--- src/rtl/otp_regbank.sv ---
module otp_regbank #(
  parameter int          N_SEC       = 12,
  parameter logic [7:0]  CFG_DEFAULT = 8'h1C
) (
  input  logic        clk,
  input  logic        por_n,
  input  logic        rst_n,
  input  logic        test_mode,
  input  logic        wr_en,
  input  logic        rd_en,
  input  logic [5:0]  addr,
  input  logic [7:0]  wdata,
  output logic [7:0]  rdata,
  input  logic        frame_cs,
  output logic        addr_match,
  output logic [3:0]  speed_sel,
  output logic        int_en,
  output logic        auto_sleep,
  output logic        soft_rst,
  output logic        otp_wr_dis,
  output logic [3:0]  secret_sel,
  output logic [31:0] challenge,
  output logic [7:0]  response
);
  localparam logic [1:0] B_OTP = 2'd0, B_CTL = 2'd1, B_AUTH = 2'd2;
  localparam logic [3:0] SEC_LO = 4'd2, SEC_HI = 4'(2 + N_SEC - 1), SET12_HI = 4'd9;

  logic [7:0] cfg, trim, rd_val;
  logic [7:0] sec [N_SEC];
  logic       acc_flag;

  wire [1:0] bank     = addr[5:4];
  wire [3:0] off      = addr[3:0];
  wire       is_sec   = bank == B_OTP && off >= SEC_LO && off <= SEC_HI;
  wire       sec_lock = is_sec && ((off <= SET12_HI) ? cfg[1] : cfg[0]);
  wire [3:0] sidx     = off - SEC_LO;
  wire       otp_we   = wr_en && !otp_wr_dis && bank == B_OTP;
  wire       ctl_sel  = bank == B_CTL && off == 4'd0;
  wire       stat_sel = bank == B_CTL && off == 4'd1;

  always_ff @(posedge clk) begin
    if (!por_n) begin
      cfg  <= CFG_DEFAULT;
      trim <= '0;
      for (int i = 0; i < N_SEC; i++) sec[i] <= '0;
    end else begin
      if (otp_we && off == 4'd0) cfg <= wdata;
      if (otp_we && off == 4'd1 && test_mode) trim <= wdata;
      if (otp_we && is_sec && !sec_lock) sec[sidx] <= wdata;
    end
  end

  always_ff @(posedge clk) begin
    if (!por_n) otp_wr_dis <= 1'b0;
    else if (!rst_n && cfg[1:0] != 2'b00) otp_wr_dis <= 1'b1;
  end

  always_ff @(posedge clk) begin
    if (!rst_n) begin
      int_en     <= cfg[3];
      auto_sleep <= cfg[2];
      soft_rst   <= 1'b0;
      acc_flag   <= 1'b0;
      secret_sel <= '0;
      challenge  <= '0;
      response   <= '0;
      rdata      <= '0;
    end else begin
      soft_rst <= wr_en && ctl_sel && wdata[0];
      if (wr_en && ctl_sel) begin
        int_en     <= wdata[6];
        auto_sleep <= wdata[1];
      end
      if (rd_en && stat_sel) acc_flag <= 1'b0;
      if ((rd_en || wr_en) && sec_lock) acc_flag <= 1'b1;
      if (wr_en && bank == B_AUTH) begin
        case (off)
          4'd0: secret_sel      <= wdata[3:0];
          4'd1: challenge[7:0]   <= wdata;
          4'd2: challenge[15:8]  <= wdata;
          4'd3: challenge[23:16] <= wdata;
          4'd4: challenge[31:24] <= wdata;
          4'd5: response        <= wdata;
          default: ;
        endcase
      end
      if (rd_en) rdata <= rd_val;
    end
  end

  always_comb begin
    rd_val = '0;
    case (bank)
      B_OTP: begin
        if (off == 4'd0) rd_val = cfg;
        else if (off == 4'd1) rd_val = trim;
        else if (is_sec && !sec_lock) rd_val = sec[sidx];
      end
      B_CTL: begin
        if (ctl_sel) rd_val = {1'b0, int_en, 4'b0, auto_sleep, 1'b0};
        else if (stat_sel) rd_val = {2'b00, acc_flag, 1'b0, cfg[7:6], cfg[1:0]};
      end
      B_AUTH: begin
        case (off)
          4'd0: rd_val = {4'b0, secret_sel};
          4'd1: rd_val = challenge[7:0];
          4'd2: rd_val = challenge[15:8];
          4'd3: rd_val = challenge[23:16];
          4'd4: rd_val = challenge[31:24];
          default: rd_val = '0;
        endcase
      end
      default: rd_val = '0;
    endcase
  end

  assign addr_match = (cfg[7:6] == 2'b00) ? !frame_cs :
                      (cfg[7:6] == 2'b11) ?  frame_cs : 1'b1;
  assign speed_sel  = 4'b0001 << cfg[5:4];


  locked_read_zero_chk: assert property (@(posedge clk) disable iff (!rst_n)
    rd_en && sec_lock |=> rdata == 8'h00);


  otp_cfg_frozen_chk: assert property (@(posedge clk) disable iff (!rst_n)
    otp_wr_dis && wr_en && bank == B_OTP && off == 4'd0 |=> $stable(cfg));


  otp_dis_sticky_chk: assert property (@(posedge clk) disable iff (!rst_n || !por_n)
    1'b1 |=> $stable(otp_wr_dis));


  trim_guard_chk: assert property (@(posedge clk) disable iff (!rst_n)
    wr_en && !test_mode |=> $stable(trim));


  violation_clear_chk: assert property (@(posedge clk) disable iff (!rst_n)
    rd_en && stat_sel |=> !acc_flag);


  soft_rst_source_chk: assert property (@(posedge clk) disable iff (!rst_n)
    soft_rst |-> $past(wr_en && ctl_sel && wdata[0]));
endmodule

--- config.mk ---
export PLATFORM = sky130hd
export DESIGN_NAME = otp_regbank
export DESIGN_NICKNAME = d
export VERILOG_FILES = /design/src/rtl/otp_regbank.sv
export SDC_FILE = /design/constraint.sdc
export NUM_CORES = 1
export LEC_CHECK = 0
export CORE_ASPECT_RATIO = 0.9
export CORE_MARGIN = 2
export CORE_UTILIZATION = 64
export DETAILED_ROUTE_END_ITERATION = 8
export DONT_BUFFER_PORTS = 1
export HOLD_SLACK_MARGIN = 0.05
export PLACE_DENSITY = 0.8
export SYNTH_ARGS = -nofsm -noshare
export SYNTH_HDL_FRONTEND = slang
export SYNTH_SLANG_ARGS = --single-unit
--- constraint.sdc ---
create_clock -name clk -period 4.9 [get_ports clk]
set_input_delay 1.47 -clock clk [delete_from_list [all_inputs] [get_ports clk]]
set_output_delay 1.47 -clock clk [all_outputs]
set_load 0.02 [all_outputs]
# Word-level counts from Yosys, hierarchy flattened
# Memories as Yosys holds them, arrays and structs flattened.
# Cells that the tools add are included.
classes:
  n_eq_ne: 9
  magnitude_cmp: 3
  bitwise_logic: 0
  multipliers: 0
  reduce_logical: 36
  n_shift: 1
  n_div: 0
  muxes: 23
  add_sub_neg: 1
ops:
  columns: ["op", "n"]
  rows:
  - ["$pmux 8 s5", 1]
  - ["$mux 8", 4]
  - ["$pmux 8 s3", 1]
  - ["$logic_and 1x1->1", 19]
  - ["$mux 1", 14]
  - ["$reduce_and 2->1", 6]
  - ["$eq 4x2->1 const B", 2]
  - ["$eq 4x3->1 const B", 2]
  - ["$le 4x4->1 const B", 2]
  - ["$reduce_or 8->1", 1]
  - ["$mux 7", 1]
  - ["$mux 6", 1]
  - ["$eq 2x2->1 const B", 2]
  - ["$eq 4x1->1 const B", 1]
  - ["$ge 4x2->1 const B", 1]
  - ["$logic_not 1->1", 4]
  - ["$logic_not 2->1", 2]
  - ["$logic_not 4->1", 1]
  - ["$mux 4", 1]
  - ["$reduce_bool 2->1", 2]
  - ["$shl 1x2->4 const A", 1]
  - ["$sub 4x2->4 const B", 1]
  - ["$eq 2x1->1 const B", 1]
  - ["$ne 2x1->1 const B", 1]
  - ["$logic_or 1x1->1", 1]
word_totals:
  memories: 1
  romBits: 0
  in_bits: 21
  elab_cells: 88
  latch_bits: 0
  regBits: 73
  mem_bits_rw: 96
memory_table:
  columns: ["memory", "depth", "width", "rd", "rd_ports_with_merged_regs", "write_ports", "line", "source"]
  rows:
  - ["sec", 12, 8, 1, 0, 12, "29", "logic [7:0] sec [N_SEC];"]

# Logic depth before layout (Yosys ltp)
# Gate-level depths: netlist (run 1).
depth:
  depth_word: 11
  mapped_depth: 13

# Least setup slack after synthesis (run 1)
# Ideal clock, no wire load.
synth_path:
  path_type: "input-to-reg"
  from: "input addr[1]"
  to: "memory sec[0][0], enable pin"
  path_slack_ns: 0.675
  path_buffers: 5
  cell_stages: 11
  arrival_ns: 3.841
  cell_sequence: "buf_2 buf_4 buf_4 buf_4 inv_1 ha_1 clkbuf_1 inv_1 nor2_1 nand4_1 o21ai_0"
synth_lines:
  columns: ["item", "line", "source"]
  rows:
  - ["start, declared", "11", "input logic [5:0] addr,"]
  - ["end, declared", "29", null]

==> results of run 1 <==
==> logic make-up after synthesis <==
family | share of synthesized area
flip-flops | 0.569
AO/OA/AOI/OAI | 0.0917
multiplexers | 0.135
AND/OR/NAND/NOR | 0.166
adder cells (fa/ha/maj) | 0.00134
buffers and inverters | 0.0356
XOR/XNOR | 0.00187
==> layer usage <==
layer,vias to the layer above,global-route usage
met5,-,0
met4,0,0.0958
met3,64,0.0742
met2,405,0.477
met1,3225,0.435
li1,2796,-
==> state kept, by name (all words and copies together), names as in the netlist <==
name        flops
auto_sleep      1
challenge      32
acc_flag        1
response        8
int_en          1
secret_sel      4
sec           128
otp_wr_dis      1
cfg             8
soft_rst        1
rdata           8
trim            8
==> path summary, 6_finish.rpt <==
| path | from | endpoint | depth (start not counted) |
|---|---|---|---|
| worst max-delay path | addr[1] | sec[6][4] | 7 |
| worst max register to register | otp_wr_dis | sec[6][4] | 4 |
| worst min-delay path | acc_flag | acc_flag | 2 |
| worst min register to register | acc_flag | acc_flag | 2 |
==> layout by cell type, fill, tap and decap left out, types with 3 or more instances in the layout <==
cell type	instances
mux2_2	9
o21ai_0	47
nand2_1	62
buf_4	12
a221oi_1	4
nor2_2	3
a211oi_1	5
a22o_1	3
clkinv_2	3
nand4_1	5
a211o_1	4
inv_1	6
a31oi_1	5
nand2b_1	8
mux4_2	29
a21oi_1	34
nor2b_1	16
a311o_1	3
nand3_1	25
mux2i_1	40
and2_1	98
nor2_1	54
o22a_1	3
dfxtp_1	71
a2111oi_0	3
mux4_1	4
nor3_1	3
clkbuf_1	8
edfxtp_1	130
clkbuf_16	21
or3_1	3
==> report_power, final <==
part           total (mW)  switching (mW)  internal (mW)
clock                1.53           0.650          0.879
sequential           1.85          0.0212           1.83
combinational       0.184           0.107         0.0767
total                3.56           0.778           2.79
==> layout make-up <==
class	instances	area share
clock inverters	7	0.00648
clock buffers	31	0.0581
repair buffers	12	0.00898
inverters	7	0.00262
flip-flops and latches	201	0.531
well taps	193	0.0241
multi-input cells	510	0.369
==> through the flow <==
stage,hold slack [ps],util,setup WS (ps),area (µm²)
2_1_floorplan,465,-,675,9360
3_3_place_gp,490,0.663,1190,9390
3_5_place_dp,493,0.663,1020,9390
4_1_cts,501,0.709,1570,10000
5_1_grt,549,0.709,1360,10000
6_report,504,0.709,1490,10000
==> worst max-delay path, stage by stage <==
cell	delay, ps
inv_1	60
ha_1	230
xor2_1	150
buf_4	210
nor2_1	120
nand4_1	300
o21ai_0	980
==> flow_metrics.env, run 1 <==
export IMPL_status="complete, no violations"
export IMPL_cts_sinks=201
export IMPL_clock_latency_ps=510
export IMPL_synth_top_area_cell="edfxtp_1"
export IMPL_cp_start_kind="primary input"
export IMPL_power_density_nw_per_um2=355
export IMPL_drt_pass1_iterations=5
export IMPL_worstSetupPathType="primary input to register"
export IMPL_nFillCells=1020
export IMPL_synth_flop_cell="edfxtp_1"
export IMPL_grt_pass1_wl_um=36400
export IMPL_fmax_ghz=0.293
export IMPL_num_io_pins=82
export IMPL_numCtsBuffers=21
export IMPL_postRouteWirelength_um=24300
export IMPL_met3_length_um=2650
export IMPL_worst_pin_slew_ps=1110
export IMPL_dpl_cell_count=923
export IMPL_grt_overflow_total=0
export IMPL_drt_iter0_drc=950
export IMPL_postRouteAntennaNets=0
export IMPL_setup_viol=0
export IMPL_syn_instance_count=775
export IMPL_dp_hpwl_um=15900
export IMPL_synth_area_top_cells="edfxtp_1 (42%), dfxtp_1 (15%), mux4_2 (7.0%)"
export IMPL_cp_end_kind="register"
export IMPL_layout_nets=775
export IMPL_wl_met1_um=9810
export IMPL_vias=6490
export IMPL_cts_setup_buffers=0
export IMPL_avgSynthCellArea_um2=12.1
export IMPL_grt_pass1_vias=6032
export IMPL_p_leak_nw=3.60
export IMPL_start_util=0.661
export IMPL_drv_slew=0
export IMPL_yosysWarnings=0
export IMPL_place_congestion=0.999
export IMPL_die_x_um=131
export IMPL_grt_usage=0.308
export IMPL_syn_area_um2=9360
export IMPL_hold_viol=0
export IMPL_portBuffers=0
export IMPL_finalCriticalPeriod_ps=3410
export IMPL_rows=41
export IMPL_wl_per_cell_um=25.3
export IMPL_cts_tree="built"
export IMPL_irDropWorstVdd_v=0.000314
export IMPL_antenna_found_initial=0
export IMPL_finClkSkew_ps=13.0
export IMPL_crit_fanout=54
export IMPL_htree_levels=1
export IMPL_synth_seq_area_share=0.569
export IMPL_syn_nets=797
export IMPL_slew_headroom=0.249
export IMPL_synth_top_area_share=0.417
export IMPL_instances_no_fill=961
export IMPL_synth_seq_cells=201
export IMPL_grt_max_degree=55
export IMPL_die_area_um2=15600
export IMPL_fin_crit_sh=0.696
export IMPL_arrival_ps=3530
export IMPL_vias_per_cell=6.75
export IMPL_ys_types=62
export IMPL_power_mw=3.56
export IMPL_synthTopCellsByCount="edfxtp_1 (130), and2_1 (98), dfxtp_1 (71), nand2_1 (62), nor2_1 (54)"
export IMPL_drive_above_1_share=0.125
export IMPL_multi_input_area_um2=3700
export IMPL_cts_resized_gates=0
export IMPL_required_ps=5020
export IMPL_core_area_um2=14200
export IMPL_dieHeight_um=119
export IMPL_synth_edf_count=130
export IMPL_tns_ps=0
export IMPL_antenna_cells=0
export IMPL_cts_hold_buffers_added=0
export IMPL_cap_violations=0
export IMPL_cts_buffer_depth=3
export IMPL_clk_pin_slew_worst_paths_ps=60
export IMPL_r2r_slack_ps=2070
export IMPL_wl_met2_um=11100
export IMPL_synth_most_common_cell="edfxtp_1"
export IMPL_seq_area_um2=5330
export IMPL_dr_max_layer_used="met4"
export IMPL_cts_root_buf="clkbuf_16"
export IMPL_async_flop_share=0
export IMPL_drc=0
export IMPL_rsz0062_at_grt="no"
export IMPL_hold_class="register to register"
export IMPL_areaGrowthSynthToFinish_pct=7.19
No activity file was read; power rests on OpenSTA's default activity.
==> run 2, diff against run 1 <==
- ABC_AREA: not set -> 1
- CORE_UTILIZATION: 64 -> 57
- PLACE_DENSITY: 0.8 -> 0.75
- clock period: 4.9 -> 3 ns (I/O delays scaled with it)
==> run 2 against run 1 <==
  * Count of clock-buffer cells in the layout decreased by 4
  * Total power up 71%
  * Clock skew barely moved
  * Routed wire length decreased by 1.9%
  * Synthesized cell count up 50%
  * Critical endpoint is now trim[0]
  * Sequential power grew 63%
  * Combinational power rose by 120%
  * Via count increased by 16%
  * Utilization shrank 6.2 points
  * Flip-flop and latch count did not move
  * Register-to-register slack got worse by 1100 ps
==> flow_metrics.env, run 2 <==
export IMPL_status="complete, no violations"
export IMPL_cp_endpoint="trim[0]"
export IMPL_synth_seq_cells=201
export IMPL_reg2reg_depth=7
export IMPL_num_io_pins=82
export IMPL_regMostFlops="sec"
export IMPL_hold_depth=2
export IMPL_stdcell_area_um2=10400
export IMPL_synth_area_top_cells="edfxtp_1 (42%), nand2_1 (15%), dfxtp_1 (15%)"
export IMPL_instances_no_fill=1395
export IMPL_vias=7521
export IMPL_r2r_slack_ps=960
export IMPL_most_common_layout_cells="nand2_1 (382), nor2_1 (163), inv_1 (141), edfxtp_1 (130), a21oi_1 (81)"
export IMPL_place_congestion=0.895
export IMPL_drc=0
export IMPL_final_setup_worst_slack_ps=426
export IMPL_whs_ps=456
export IMPL_nFillCells=1321
export IMPL_slowest_stage="nor2_1"
export IMPL_grt_pass1_wl_um=38000
export IMPL_rsz0062_at_grt="no"
export IMPL_final_common_cell="nand2_1"
export IMPL_multi_input_area_um2=3230
export IMPL_synth_top_area_cell="edfxtp_1"
export IMPL_synth_top_area_share=0.419
export IMPL_cpPeakStageDelay_ps=660
export IMPL_drt_pass1_iterations=6
export IMPL_cts_tree="built"
export IMPL_cts_hold_buffers_added=0
export IMPL_postRouteAntennaNets=0
export IMPL_dpl_cell_count=1358
export IMPL_rows=44
export IMPL_synth_edf_count=130
export IMPL_numCtsBuffers=21
export IMPL_cts_resized_gates=0
export IMPL_pwr_share_seq=0.497
export IMPL_dieHeight_um=125
export IMPL_largest_reg_flops=128
export IMPL_finClkSkew_ps=12.6
export IMPL_tns_ps=0
export IMPL_cp_start_kind="primary input"
export IMPL_avgSynthCellArea_um2=8.03
export IMPL_power_internal_mw=4.70
export IMPL_switching_power_mw=1.38
export IMPL_synthTopCellsByCount="nand2_1 (382), nor2_1 (163), inv_1 (141), edfxtp_1 (130), a21oi_1 (81)"
export IMPL_timing_rr_end="sec[2][6]"
export IMPL_power_density_nw_per_um2=585
export IMPL_clk_pin_slew_worst_paths_ps=60
export IMPL_cp_cell_sequence="nor2_1 > nand2_2 > nor2_1 > nand3_1 > o21ai_0 > a21oi_1"
export IMPL_synth_flop_cell="edfxtp_1"
export IMPL_cts_setup_buffers=0
export IMPL_core_area_um2=16100
export IMPL_swShare=0.227
export IMPL_cts_sinks=201
export IMPL_cts_buffer_depth=3
export IMPL_antenna_found_initial=0
export IMPL_die_x_um=139
export IMPL_areaGrowthSynthToFinish_pct=11.6
export IMPL_worstReg2RegStart="otp_wr_dis"
export IMPL_fmax_ghz=0.388
export IMPL_cts_root_buf="clkbuf_16"
export IMPL_wl_per_cell_um=17.1
export IMPL_worst_pin_slew_ps=938
export IMPL_power_mw=6.08
export IMPL_startpoint="addr[2]"
export IMPL_p_leak_nw=4.66
export IMPL_finalCriticalPeriod_ps=2570
export IMPL_syn_area_um2=9310
export IMPL_postRouteWirelength_um=23800
export IMPL_grt_max_degree=68
export IMPL_clock_latency_ps=510
export IMPL_yosysWarnings=0
export IMPL_layout_nets=1196
export IMPL_synth_seq_area_share=0.572
export IMPL_dp_hpwl_um=16100
export IMPL_fin_crit_sh=0.858
export IMPL_vias_per_cell=5.39
export IMPL_hold_viol=0
export IMPL_htree_levels=1
export IMPL_cap_violations=0
export IMPL_grt_overflow_total=0
export IMPL_cp_end_kind="register"
export IMPL_synth_most_common_cell="nand2_1"
export IMPL_drv_slew=0
export IMPL_syn_nets=1182
export IMPL_async_flop_share=0
export IMPL_final_core_util=0.647
export IMPL_post_dp_cell_area_um2=9690
export IMPL_hold_class="register to register"
export IMPL_drive_above_1_share=0.0724
export IMPL_drt_iter0_drc=996
export IMPL_die_area_um2=17400
export IMPL_syn_instance_count=1160
export IMPL_clkPwrFrac=0.438
export IMPL_required_ps=3360
export IMPL_seq_area_um2=5330
export IMPL_setup_viol=0
export IMPL_ys_types=26
export IMPL_start_util=0.579
export IMPL_portBuffers=0
export IMPL_irDropWorstVdd_v=0.000412
export IMPL_worstHoldStart="trim[2]"
export IMPL_grt_usage=0.274
export IMPL_antenna_cells=0
export IMPL_arrival_ps=2940
export IMPL_crit_fanout=16
export IMPL_worstSetupPathType="primary input to register"
export IMPL_slew_headroom=0.371
export IMPL_pre_cts_ws_ps=50.1
export IMPL_grt_pass1_vias=7037
export IMPL_comb_power_share=0.065
export IMPL_reg_top3="sec: 128 flops, challenge: 32 flops"
export IMPL_cp_common_cell="nor2_1"
[run 2: power by group through the flow]
stage	registers (mW)	clock network, mW	logic (mW)
detailed placement	3.08	0	0.392
finish	3.02	2.66	0.397
floorplan	3.07	0	0.289
CTS	3.02	2.68	0.395
global placement	3.08	0	0.386
global route	3.03	2.78	0.441
[run 2: worst min path at each step]
stage / to / slack [ps]
floorplan: trim[0] / 430
global placement: trim[3] / 450
detailed placement: trim[6] / 450
CTS: trim[6] / 460
global route: trim[5] / 480
finish: trim[2] / 460
[run 2: critical path, delay by kind of cell]
| kind | cells | cell delay, ps |
|---|---|---|
| AND/OR/NAND/NOR | 4 | 1580 |
| AO/OA/AOI/OAI | 2 | 450 |
[run 2: metal layers]
layer | track usage | part of all wire | vias up
li1 | - | - | 3698
met2 | 0.434 | 0.46 | 337
met5 | 0 | 0 | -
met3 | 0.0498 | 0.10 | 46
met4 | 0.0713 | 0.020 | 0
met1 | 0.394 | 0.42 | 3440
[run 2: layout make-up]
cell class / count / area share
Clock buffer: 27 / 0.0546
Sequential cell: 201 / 0.512
Tap cell: 207 / 0.0249
Inverter: 150 / 0.0542
Clock inverter: 10 / 0.0130
Multi-Input combinational cell: 759 / 0.310
Timing Repair Buffer: 41 / 0.0308
[run 2: cells by family after synthesis]
group | after synthesis | share of synthesized area
AOI/OAI and AO/OA | 173 | 0.0962
xor gates and xnor gates | 2 | 0.00188
adders and majority gates | 1 | 0.00134
buffers and inverters | 200 | 0.0817
DFF | 201 | 0.572
and+or+nand+nor | 583 | 0.247
==> run 3, diff against run 2 <==
- ABC_AREA: 1 -> 0
- clock period: 3 -> 2.15 ns (I/O delays scaled with it)
==> run 3 against run 2 <==
  * Final area rose by 2.8%
  * Setup slack worse by 350 ps
  * Critical path depth is 4 lower
  * Cell count decreased by 26%
  * Combinational power up 23%
  * Utilization increased by 1.6 points
  * Flip-flop and latch count stayed put
  * Sequential share of layout area fell by 1.4 points
  * Total power up 36%
  * Critical path type is now register to primary output
==> flow_metrics.env, run 3 (synthesis gave the netlist of run 1 again) <==
export IMPL_status="complete, no violations"
export IMPL_crit_fanout=5
export IMPL_layout_nets=830
export IMPL_drt_pass1_iterations=6
export IMPL_fin_crit_sh=0.965
export IMPL_areaGrowthSynthToFinish_pct=14.1
export IMPL_drt_iter0_drc=776
export IMPL_cp_start_kind="register"
export IMPL_portBuffers=0
export IMPL_start_util=0.580
export IMPL_rsz0062_at_grt="no"
export IMPL_dpl_cell_count=992
export IMPL_antenna_found_initial=0
export IMPL_reg_top3="sec: 128 flops, challenge: 32 flops"
export IMPL_hold_class="primary input to register"
export IMPL_setup_viol=0
export IMPL_irDropWorstVdd_v=0.000774
export IMPL_antenna_cells=0
export IMPL_htree_levels=1
export IMPL_cts_buffer_depth=3
export IMPL_finClkSkew_ps=9.78
export IMPL_power_density_nw_per_um2=772
export IMPL_postRouteAntennaNets=0
export IMPL_drive_above_1_share=0.215
export IMPL_slew_headroom=0.601
export IMPL_cp_end_kind="primary output"
export IMPL_postRouteWirelength_um=25500
export IMPL_dp_hpwl_um=16900
export IMPL_grt_pass1_vias=6408
export IMPL_drc=0
export IMPL_regMostFlops="sec"
export IMPL_hold_viol=0
export IMPL_cts_resized_gates=0
export IMPL_most_common_layout_cells="edfxtp_1 (130), and2_1 (98), dfxtp_1 (71), buf_4 (65), nand2_1 (62)"
export IMPL_worstHoldStart="wdata[2]"
export IMPL_worstSetupPathType="register to primary output"
export IMPL_grt_max_degree=55
export IMPL_arrival_ps=1430
export IMPL_die_x_um=139
export IMPL_place_congestion=0.932
export IMPL_grt_pass1_wl_um=39000
export IMPL_worstReg2RegStart="sec[3][4]"
export IMPL_cts_hold_buffers_added=0
export IMPL_finalCriticalPeriod_ps=2070
export IMPL_fmax_ghz=0.482
export IMPL_vias_per_cell=6.42
export IMPL_grt_usage=0.293
export IMPL_final_common_cell="edfxtp_1"
export IMPL_clock_latency_ps=510
export IMPL_wl_per_cell_um=24.8
export IMPL_worst_pin_slew_ps=597
export IMPL_dieHeight_um=126
export IMPL_numCtsBuffers=21
export IMPL_core_area_um2=16100
export IMPL_startpoint="cfg[6]"
export IMPL_num_io_pins=82
export IMPL_rows=44
export IMPL_required_ps=1500
export IMPL_instances_no_fill=1030
export IMPL_cts_tree="built"
export IMPL_largest_reg_flops=128
export IMPL_cts_setup_buffers=0
export IMPL_p_leak_nw=3.92
export IMPL_cts_sinks=201
export IMPL_die_area_um2=17500
export IMPL_cts_root_buf="clkbuf_16"
export IMPL_cap_violations=0
export IMPL_tns_ps=0
export IMPL_grt_overflow_total=0
export IMPL_final_core_util=0.662
export IMPL_drv_slew=0
export IMPL_clk_pin_slew_worst_paths_ps=60
export IMPL_vias=6610
==> run 3: changes by cell type in the layout (fill, tap and decap cells not counted), sizes merged, moves of 16 or more <==
cell / change
o21ai: -32
a21oi: -45
mux4: +33
mux2i: +40
nor2: -107
nor2b: +16
buf: +26
nand2: -325
and2: +98
inv: -135
==> run 3: layout make-up <==
class                           instances  area, µm²
Inverter                                7       28.8
Fill cell                            1158       5450
Clock buffer                           32        639
Tap cell                              207        259
Multi-Input combinational cell        510       3870
Sequential cell                       201       5330
Clock inverter                          6       35.0
Timing Repair Buffer                   67        528
==> run 3: through the flow <==
step	power (mW)	cell area [µm²]	worst slack, ps	hold WS, ps
detailed placement	4.78	10000	-154	509
floorplan	4.72	9580	-724	465
global route	8.45	10700	36.7	214
CTS	8.27	10700	73.4	197
finish	8.24	10700	75.7	234
global placement	4.77	10000	-137	493
==> run 3: path summary, 6_finish.rpt <==
kind	end	slack [ps]	cells past startpoint
setup / recovery	addr_match	80	2
hold / removal	sec[15][2]	230	0
setup reg to reg	rdata[4]	170	5
hold reg to reg	trim[3]	520	2
==> run 3: report_power, final <==
group          leakage (nW)  total (mW)  internal (mW)  switching [mW]
sequential             1.87        4.22           4.17          0.0477
clock                 0.341        3.54           2.06            1.48
combinational          1.71       0.489          0.224           0.266
total                  3.92        8.24           6.45            1.79
==> run 3: per-layer routing <==
layer | GRT usage | up-vias | wire [µm]
li1 | - | 2924 | -
met1 | 0.430 | 3321 | 10900
met2 | 0.455 | 323 | 11800
met3 | 0.0666 | 42 | 2300
met4 | 0.0624 | 0 | 477
met5 | 0 | - | 0
==> run 3: critical path: stages, from the launching register on <==
cell	delay, ps
dfxtp_1	460
nor2_1	70
a21oi_1	400
